$ cat config.mk
export PLATFORM = sky130hd
export DESIGN_NAME = lvdsRxAligner
export DESIGN_NICKNAME = d
export VERILOG_FILES = /design/src/rtl/lvdsRxPkg.sv /design/src/rtl/lvdsSlotUnmap.sv /design/src/rtl/lvdsAlignCtrl.sv /design/src/rtl/lvdsDeframePath.sv /design/src/rtl/lvdsRxAligner.sv
export SDC_FILE = /design/constraint.sdc
export NUM_CORES = 1
export LEC_CHECK = 0
export BUFFER_PORTS_ARGS = -buffer_cell sky130_fd_sc_hd__buf_2
export CAP_MARGIN = 20
export CORE_MARGIN = 1
export CORE_UTILIZATION = 51
export DETAILED_ROUTE_END_ITERATION = 8
export PLACE_DENSITY = 0.75
export SLEW_MARGIN = 0
export SYNTH_ARGS = -nofsm -noshare
export SYNTH_HDL_FRONTEND = slang
export SYNTH_SLANG_ARGS = --single-unit
$ cat constraint.sdc
create_clock -name clk -period 2 [get_ports clk]
set_clock_uncertainty 0.2 [all_clocks]
set_input_delay 0.2 -clock clk [delete_from_list [all_inputs] [get_ports clk]]
set_output_delay 0.2 -clock clk [all_outputs]
set_load 0.01 [all_outputs]
$ cat src/rtl/lvdsRxPkg.sv
package lvdsRxPkg;
  localparam int SLOT_CNT   = 7;
  localparam int LANE_CNT   = 4;
  localparam int COLOR_BITS = 8;
  localparam logic [SLOT_CNT-1:0] CLK_SHAPE = 7'b1100011;

  typedef enum logic [1:0] {
    MAP_18      = 2'd0,
    MAP_24_HIGH = 2'd1,
    MAP_24_LOW  = 2'd2,
    MAP_RSVD    = 2'd3
  } mapMode_e;

  // strobes from the alignment control to the deframing datapath
  typedef struct packed {
    logic capture;
    logic wide24;
  } ctlStrobe_t;

  typedef struct packed {
    logic [COLOR_BITS-1:0] r;
    logic [COLOR_BITS-1:0] g;
    logic [COLOR_BITS-1:0] b;
    logic hsync;
    logic vsync;
    logic de;
    logic ctl3;
  } pixel_t;
endpackage

$ cat src/rtl/lvdsSlotUnmap.sv
module lvdsSlotUnmap
  import lvdsRxPkg::*;
#(
  parameter int SLOTS   = SLOT_CNT,
  parameter int LANES   = LANE_CNT,
  parameter int COLOR_W = COLOR_BITS
) (
  input  logic [LANES-1:0][SLOTS-1:0] words,
  input  mapMode_e                    mode,
  output pixel_t                      pix
);
  localparam int BASE_W = SLOTS - 1;
  localparam int EXT_W  = COLOR_W - BASE_W;
  localparam int NCOL   = 3;

  // word bit 6 is slot 0, bit 0 is slot 6
  logic [BASE_W-1:0] base [NCOL];
  logic [EXT_W-1:0]  ext  [NCOL];
  logic [COLOR_W-1:0] full [NCOL];

  assign base[0] = words[0][5:0];
  assign base[1] = {words[1][4:0], words[0][6]};
  assign base[2] = {words[2][3:0], words[1][6:5]};
  assign ext[0]  = words[3][1:0];
  assign ext[1]  = words[3][3:2];
  assign ext[2]  = words[3][5:4];

  for (genvar c = 0; c < NCOL; c++) begin : gColour
    assign full[c] = (mode == MAP_24_HIGH) ? {base[c], ext[c]} :
                     (mode == MAP_24_LOW)  ? {ext[c], base[c]} :
                                             {base[c], base[c][BASE_W-1 -: EXT_W]};
  end

  always_comb begin
    pix.r     = full[0];
    pix.g     = full[1];
    pix.b     = full[2];
    pix.hsync = words[2][4];
    pix.vsync = words[2][5];
    pix.de    = words[2][6];
    pix.ctl3  = words[3][6];
  end
endmodule

$ cat src/rtl/lvdsAlignCtrl.sv
module lvdsAlignCtrl
  import lvdsRxPkg::*;
#(
  parameter int SLOTS         = SLOT_CNT,
  parameter int LOCK_HITS     = 4,
  parameter int UNLOCK_MISSES = 2,
  parameter logic [SLOTS-1:0] PATTERN = CLK_SHAPE
) (
  input  logic             clk,
  input  logic             rstN,
  input  logic [SLOTS-1:0] clkWord,
  input  mapMode_e         mode,
  output ctlStrobe_t       strobe,
  output logic             locked
);
  localparam int PH_W   = $clog2(SLOTS);
  localparam int HIT_W  = $clog2(LOCK_HITS + 1);
  localparam int MISS_W = $clog2(UNLOCK_MISSES + 1);

  logic [PH_W-1:0]   phase, cand, candNext;
  logic [HIT_W-1:0]  hitCnt, hitNext;
  logic [MISS_W-1:0] missCnt, missNext;
  logic              lockNext, match, atCand;

  always_comb begin
    match    = (clkWord == PATTERN);
    atCand   = (phase == cand);
    candNext = cand;
    hitNext  = hitCnt;
    missNext = missCnt;
    lockNext = locked;
    if (!locked) begin
      if (match) begin
        if (atCand && hitCnt != '0) hitNext = hitCnt + 1'b1;
        else begin
          candNext = phase;
          hitNext  = HIT_W'(1);
        end
      end else if (atCand) begin
        hitNext = '0;
      end
      if (hitNext == HIT_W'(LOCK_HITS)) begin
        lockNext = 1'b1;
        missNext = '0;
      end
    end else if (atCand) begin
      if (match) missNext = '0;
      else       missNext = missCnt + 1'b1;
      if (missNext == MISS_W'(UNLOCK_MISSES)) begin
        lockNext = 1'b0;
        hitNext  = '0;
      end
    end
    strobe.capture = lockNext && (phase == candNext);
    strobe.wide24  = (mode == MAP_24_HIGH) || (mode == MAP_24_LOW);
  end

  always_ff @(posedge clk) begin
    if (!rstN) begin
      phase   <= '0;
      cand    <= '0;
      hitCnt  <= '0;
      missCnt <= '0;
      locked  <= 1'b0;
    end else begin
      phase   <= (phase == PH_W'(SLOTS - 1)) ? '0 : phase + 1'b1;
      cand    <= candNext;
      hitCnt  <= hitNext;
      missCnt <= missNext;
      locked  <= lockNext;
    end
  end

  // spacing monitor for the capture strobe
  logic [PH_W:0] gapCnt;
  always_ff @(posedge clk) begin
    if (!rstN)                              gapCnt <= '0;
    else if (strobe.capture)                gapCnt <= '0;
    else if (gapCnt != (PH_W+1)'(SLOTS))    gapCnt <= gapCnt + 1'b1;
  end

  p_strobe_spacing_r4: assert property (@(posedge clk) disable iff (!rstN)
    (strobe.capture && locked) |-> (gapCnt == (PH_W+1)'(SLOTS - 1)));

  p_lock_on_match_r3: assert property (@(posedge clk) disable iff (!rstN)
    $rose(locked) |-> $past(match));

  p_unlock_on_miss_r5: assert property (@(posedge clk) disable iff (!rstN)
    $fell(locked) |-> $past(!match && atCand));
endmodule

$ cat src/rtl/lvdsDeframePath.sv
module lvdsDeframePath
  import lvdsRxPkg::*;
#(
  parameter int SLOTS   = SLOT_CNT,
  parameter int LANES   = LANE_CNT,
  parameter int COLOR_W = COLOR_BITS
) (
  input  logic             clk,
  input  logic             rstN,
  input  logic             clkBit,
  input  logic [LANES-1:0] dataBits,
  input  mapMode_e         mode,
  input  ctlStrobe_t       strobe,
  output logic [SLOTS-1:0] clkWord,
  output pixel_t           pixQ,
  output logic             pixValid,
  output logic             ctlErr
);
  logic [LANES-1:0][SLOTS-1:0] laneSr;
  pixel_t decoded;

  always_ff @(posedge clk) begin
    if (!rstN) clkWord <= '0;
    else       clkWord <= {clkWord[SLOTS-2:0], clkBit};
  end

  for (genvar k = 0; k < LANES; k++) begin : gLane
    always_ff @(posedge clk) begin
      if (!rstN) laneSr[k] <= '0;
      else       laneSr[k] <= {laneSr[k][SLOTS-2:0], dataBits[k]};
    end
  end

  lvdsSlotUnmap #(.SLOTS(SLOTS), .LANES(LANES), .COLOR_W(COLOR_W)) uUnmap (
    .words(laneSr),
    .mode (mode),
    .pix  (decoded)
  );

  always_ff @(posedge clk) begin
    if (!rstN) begin
      pixQ     <= '0;
      pixValid <= 1'b0;
      ctlErr   <= 1'b0;
    end else begin
      pixValid <= strobe.capture;
      if (strobe.capture) pixQ <= decoded;
      if (strobe.capture && strobe.wide24 && decoded.ctl3) ctlErr <= 1'b1;
    end
  end

  p_err_sticky_r10: assert property (@(posedge clk) disable iff (!rstN)
    ctlErr |=> ctlErr);

  p_err_only_wide_r10: assert property (@(posedge clk) disable iff (!rstN)
    $rose(ctlErr) |-> $past(strobe.wide24 && strobe.capture));

  p_fill_replica_r6: assert property (@(posedge clk) disable iff (!rstN)
    (pixValid && $past(mode == MAP_18)) |->
      (pixQ.r[1:0] == pixQ.r[7:6] && pixQ.g[1:0] == pixQ.g[7:6] && pixQ.b[1:0] == pixQ.b[7:6]));
endmodule

$ cat src/rtl/lvdsRxAligner.sv
module lvdsRxAligner
  import lvdsRxPkg::*;
#(
  parameter int SLOTS         = SLOT_CNT,
  parameter int LANES         = LANE_CNT,
  parameter int COLOR_W       = COLOR_BITS,
  parameter int LOCK_HITS     = 4,
  parameter int UNLOCK_MISSES = 2
) (
  input  logic               clk,
  input  logic               rstN,
  input  logic               clkLaneBit,
  input  logic [LANES-1:0]   dataLaneBits,
  input  logic [1:0]         mapMode,
  output logic [COLOR_W-1:0] pixR,
  output logic [COLOR_W-1:0] pixG,
  output logic [COLOR_W-1:0] pixB,
  output logic               pixHsync,
  output logic               pixVsync,
  output logic               pixDe,
  output logic               pixValid,
  output logic               locked,
  output logic               ctl3Err
);
  mapMode_e         modeE;
  ctlStrobe_t       strobe;
  logic [SLOTS-1:0] clkWord;
  pixel_t           pixQ;

  assign modeE = mapMode_e'(mapMode);

  lvdsAlignCtrl #(
    .SLOTS(SLOTS), .LOCK_HITS(LOCK_HITS), .UNLOCK_MISSES(UNLOCK_MISSES), .PATTERN(CLK_SHAPE)
  ) uCtrl (
    .clk    (clk),
    .rstN   (rstN),
    .clkWord(clkWord),
    .mode   (modeE),
    .strobe (strobe),
    .locked (locked)
  );

  lvdsDeframePath #(.SLOTS(SLOTS), .LANES(LANES), .COLOR_W(COLOR_W)) uPath (
    .clk     (clk),
    .rstN    (rstN),
    .clkBit  (clkLaneBit),
    .dataBits(dataLaneBits),
    .mode    (modeE),
    .strobe  (strobe),
    .clkWord (clkWord),
    .pixQ    (pixQ),
    .pixValid(pixValid),
    .ctlErr  (ctl3Err)
  );

  assign pixR     = pixQ.r;
  assign pixG     = pixQ.g;
  assign pixB     = pixQ.b;
  assign pixHsync = pixQ.hsync;
  assign pixVsync = pixQ.vsync;
  assign pixDe    = pixQ.de;

  p_valid_locked_r4: assert property (@(posedge clk) disable iff (!rstN)
    pixValid |-> locked);
endmodule

-- Word-level counts from Yosys, hierarchy flattened
Index checks and enable logic that the tools add are counted.
- register bits: 76
- input bits: 9
- output and inout port bits: 30
- add/sub/neg operators: 3
- equal/unequal tests: 10
- multiplexer cells: 26
- bitwise gates (word level): 1
- reduce and logical (&&, ||, !) cells: 10
- operators with widths (operator ; count):
    8-bit 2-to-1 mux ; 6
    3-bit 2-to-1 mux ; 10
    2-bit 2-to-1 mux ; 6
    7-bit == test (second input constant) ; 1
    3-bit by 1-bit adder with 3-bit output (second input constant) ; 2
    3-bit == test ; 2
    3-bit == test (second input constant) ; 2
    2-bit == test (second input constant) ; 2
    1-bit logical AND ; 4
    1-bit 2-to-1 mux ; 4
    2-bit != test (second input constant) ; 2
    2-bit AND reduction ; 2
    3-bit nonzero test ; 1
    2-bit by 1-bit adder with 2-bit output (second input constant) ; 1
    2-bit by 1-bit == test with 1-bit output (second input constant) ; 1
    2-bit nonzero test ; 1
    2-bit OR reduction ; 1
    1-bit logical OR ; 1
    1-bit inverter ; 1

-- Longest topological paths before layout
- depth after elaboration: 11
- mapped depth: 10

-- By module
From an unflattened synthesis, not the netlist that was laid out.
- cells, all modules: 299
- area total of the unflattened synthesis: 3354.5 µm²
- modules (own cells, without submodules) (module ; instances ; cells an instance ; area an instance (µm²) ; sequential area each (µm²)):
    lvdsDeframePath ; 1 ; 170 ; 2099.5 ; 1301.2
    lvdsAlignCtrl ; 1 ; 84 ; 745.7 ; 240.2
    lvdsSlotUnmap ; 1 ; 45 ; 509.2 ; 0.0

-- Least setup slack after synthesis
No wires, ideal clock.
- kind: register -> register
- from: register uCtrl.hitCnt[0]
- to: register uPath.pixQ[12] (netlist name)
- library setup time: 0.119 ns
- data arrival time: 1.863 ns
- data required time: 1.681 ns
- setup slack: -0.182 ns
- stages on the path, launching flop included: 11
- buffers on the path: 2
- cell sequence: dfxtp_1 > inv_1 > ha_1 > nor3b_1 > o211ai_1 > mux2i_4 > nand4_4 > a2bb2o_4 > buf_6 > buf_6 > mux2i_1
- cells in the longest elaborated chain, start to end: 9
- elaborated cells on any way between the ends: 15
- those cells by class: 1 x add/sub; 2 x eq/ne; 9 x mux; 3 x reduce/logical
- ends and longest elaborated chain (what ; RTL line ; source):
    from (decl) ; lvdsAlignCtrl.sv:21 ; logic [HIT_W-1:0] hitCnt, hitNext;
    from (signal assigned) ; lvdsAlignCtrl.sv:68 ; hitCnt <= hitNext;
    branches (longest 8 deep; another with 3-bit by 1-bit adder with 3-bit output) ; - ;
    1-bit logical AND * ; lvdsAlignCtrl.sv:54 ; strobe.capture = lockNext && (phase == candNext);
Every way passes the cells marked *. The select of a mux whose other input is x is not followed.
A chain may end at the register's enable or synchronous reset.

-- Final worst setup path
- from: register uCtrl.hitCnt[0]
- to: register uPath.pixQ[22] (netlist name)
- cells in the longest elaborated chain, start to end: 9
- elaborated cells on any way between the ends: 15
- those cells by class: 1 x add/sub; 2 x eq/ne; 9 x mux; 3 x reduce/logical
- ends and longest elaborated chain (what ; RTL line):
    branches (longest 8 deep; another with 3-bit by 1-bit adder with 3-bit output) ; -
    1-bit logical AND * ; lvdsAlignCtrl.sv:54
Marked as above.

==> metrics.txt <==
number of hold violations in the final report=0; XOR/XNOR Fraction of Synth Area=less than 1%; RSZ-0062 raised after global routing=yes; CTS H-tree depth=3; Avg Cell Area, Syn=between 9 and 10 sq um; setup TNS=-1.92 ns; max-cap violations=0; DRC viols=0; Core Box Area=5960 sq um; post-synthesis mux area share=19.6%; fin crit share=104%; hold depth=4; slew margin rel.=approximately 75%; Post-Syn Nets=340; Ys Warns=0; Data arrival, critical path=between 2 and 2.5 ns; P_int=2.27 mW; synthesized-area fraction occupied by adder cells=2.38%; layout cells sized above 1=31.4%; nets@finish=402; Filler Cell Count=497; drt first pass iters=4; CP Launch Point=uCtrl.hitCnt[0]; crit path launch type=flip-flop; Clock Power Share=around 40%; clk sinks=76; FF+latch count, synth=76; Area Growth Syn to Fin=25.7%; Final Slew Violations=0; CTS tree=built; Period minus WS final=2.09 ns; pwr dens=733 nW/um^2; status=finished, violations left; Area contributors post-synth=dfxtp_1, mux2i_1, nand2_1; Comb pwr share=under 10%; gpl congestion=0.811; CP Capture Type=flip-flop; clk_lat worst skew=0.34 ns; DP HPWL=approximately 3800 um; Slew @ Worst Pin=approximately 0.38 ns; number of unique standard cell types used by synthesis=35; worst flop-to-flop path startpoint=uCtrl.hitCnt[0]; Post-Place Worst Slack=-0.103 ns; Layout Cells excl Fill=between 400 and 500; Synth Area in Simple Gates=roughly a fifth; vias in the first global route=2,048; hold wc startpoint=mapMode[0]; Reg2Reg Depth=9; Max clock buf depth=2; Num CTS Buffers=9; Net Sw Frac=approximately 22%; vias per cell=4.90; Via Count=~2.3k; Synth area leader=dfxtp_1; Row Count=28; Flop pwr share=53.4%; Setup-failing EPs final=29; initial antenna violation count=0; starting density of the core=a little over half; Worst EP required=2.04 ns; Antenna Violating Nets Remaining=0; Total Wirelength=5760 um; DIE WIDTH=80.6 um; GRT overflow=0; sequential share of the synthesized area=48.3%; final hold slack=0.0399 ns; Total GRT Usage=18.7%; CP Class=flip-flop to flip-flop; initial drt markers=roughly 110; critical path peak fanout=7; largest family of logic cells by synthesized area=simple AND/OR/NAND/NOR gates; Post-Syn Area=3150 sq um; final worst slack=-0.0858 ns; die height=80.6 um; FMAX=0.479 GHz; Root Driver=clkbuf_8; post-layout util=between 60% and 70%; Leak Pwr=roughly 1.9 nW; Clock transition at path regs=approximately 0.070 ns; Avg WL per Cell=12.3 um; ant diodes=0; I/O pins=39; port buffer count=38; Die Area=6500 sq um; Synth top area share=48.3%; Mapped Cells=325; first-pass GRT wire length=~9200 um; NetSw=0.637 mW; violated checks=setup timing; placed cells=~440; Worst IR Drop VDD=0.497 mV; pin count of the biggest net entering global routing=roughly 90; Synth Area in Compound Gates=4.13%; Worst Hold Class=input port to flip-flop
==> Yosys cell counts (all sizes together) <==
| library cell | number |
|---|---|
| nand3 | 2 |
| o31ai | 1 |
| nand4bb | 1 |
| o211ai | 1 |
| nand2b | 1 |
| nand2 | 68 |
| nand3b | 1 |
| mux2i | 39 |
| a22oi | 2 |
| nand4 | 2 |
| o21ai | 9 |
| and2 | 33 |
| clkbuf | 13 |
| and3 | 1 |
| nor3b | 1 |
| xnor2 | 3 |
| nor4bb | 1 |
| o31a | 1 |
| ha | 6 |
| inv | 10 |
| nor3 | 2 |
| a21oi | 4 |
| a2bb2o | 1 |
| a31oi | 1 |
| nor2 | 16 |
| buf | 6 |
| mux2 | 19 |
| nor2b | 2 |
| dfxtp | 76 |
| or3 | 1 |
| and3b | 1 |
==> logic make-up (layout without fill, tap and decap cells) <==
group / after synthesis / in the layout
compound gates: 20 / 20
xor+xnor: 3 / 3
fa+ha+maj: 6 / 6
simple gates: 133 / 133
flops: 76 / 76
mux: 58 / 58
buf+inv: 29 / 96
==> sequential cells by signal, summed over array words and instances, names as in the netlist <==
signal and flops:
uPath.pixValid 1, uPath.pixQ 27, uCtrl.missCnt 2, uCtrl.phase 3
uCtrl.locked 1, uPath.ctlErr 1, uCtrl.hitCnt 3, uPath.clkWord 7
uCtrl.cand 3, uPath.laneSr 28
==> worst max-delay path, cell delays in order (launching register included) <==
cell       delay, ns
dfxtp_2         0.35
inv_2           0.05
ha_4            0.15
nor3b_2         0.17
o211ai_1        0.16
mux2i_4         0.20
nand4_4         0.10
a2bb2o_4        0.30
clkbuf_16       0.18
mux2i_1         0.11
==> final timing paths <==
path | to | slack, ns
worst max-delay path | uPath.pixQ[22] | -0.09
worst min-delay path | uPath.ctlErr | 0.04
worst min register to register | uPath.laneSr[20] | 0.23
worst max register to register | uPath.pixQ[22] | -0.09
==> cells in the final DEF (no fill, tap or decap), types with 2 or more instances in the layout <==
| master | netlist | routed |
|---|---|---|
| a21oi_1 | 4 | 4 |
| and2_1 | 33 | 33 |
| buf_12 | 0 | 4 |
| buf_2 | 2 | 38 |
| buf_4 | 1 | 20 |
| clkbuf_8 | 0 | 11 |
| clkinv_2 | 0 | 2 |
| dfxtp_1 | 76 | 68 |
| dfxtp_2 | 0 | 8 |
| dlygate4sd3_1 | 0 | 6 |
| ha_1 | 6 | 5 |
| inv_1 | 10 | 7 |
| inv_2 | 0 | 3 |
| mux2_2 | 19 | 18 |
| mux2i_1 | 38 | 38 |
| nand2_1 | 68 | 68 |
| nor2_1 | 16 | 15 |
| nor2b_1 | 2 | 2 |
| nor3_1 | 2 | 2 |
| o21ai_0 | 9 | 9 |
| xnor2_2 | 0 | 3 |
==> repair_timing <==
action                                  CTS  global route
resized for setup                         2            10
buffers inserted                          0             2
endpoints found under the hold margin     6             0
endpoints found under the setup margin   29            31
cloned                                    0             1
pin swaps                                 1             5
hold buffers                              6             0
==> final cells by class <==
| class | instances | area (sq um) | share of cell area [%] |
|---|---|---|---|
| Timing Repair Buffer | 70 | 517 | 13.0 |
| Sequential cell | 76 | 1530 | 38.6 |
| Clock buffer | 12 | 155 | 3.91 |
| Clock inverter | 4 | 47.5 | 1.20 |
| Tap cell | 75 | 93.8 | 2.37 |
| Multi-Input combinational cell | 220 | 1580 | 39.9 |
| Inverter | 10 | 37.5 | 0.947 |
==> routing by layer <==
layer  GRT usage, %  up-vias  part of all wire, %  routed length [um]
met3           6.59        8                  3.6                 208
li1               -     1193                    -                   -
met4           6.79        0                  1.3                  72
met1           22.2     1053                   48                2740
met5              0        -                    0                   0
met2           31.0       33                   48                2740
==> power groups by stage <==
stage	clock [mW]	combinational, mW	sequential [mW]
floorplan	0	0.118	1.58
global placement	0	0.159	1.58
detailed placement	0	0.162	1.59
CTS	1.21	0.173	1.55
global route	1.28	0.199	1.55
finish	1.17	0.180	1.55
==> metrics by stage <==
step / total power [mW] / cell area (sq um)
CTS: 2.93 / 3880
detailed placement: 1.75 / 3610
floorplan: 1.70 / 3210
global route: 3.03 / 3960
global placement: 1.74 / 3610
finish: 2.90 / 3960
Note: power is estimated with default switching activity, not from simulation.
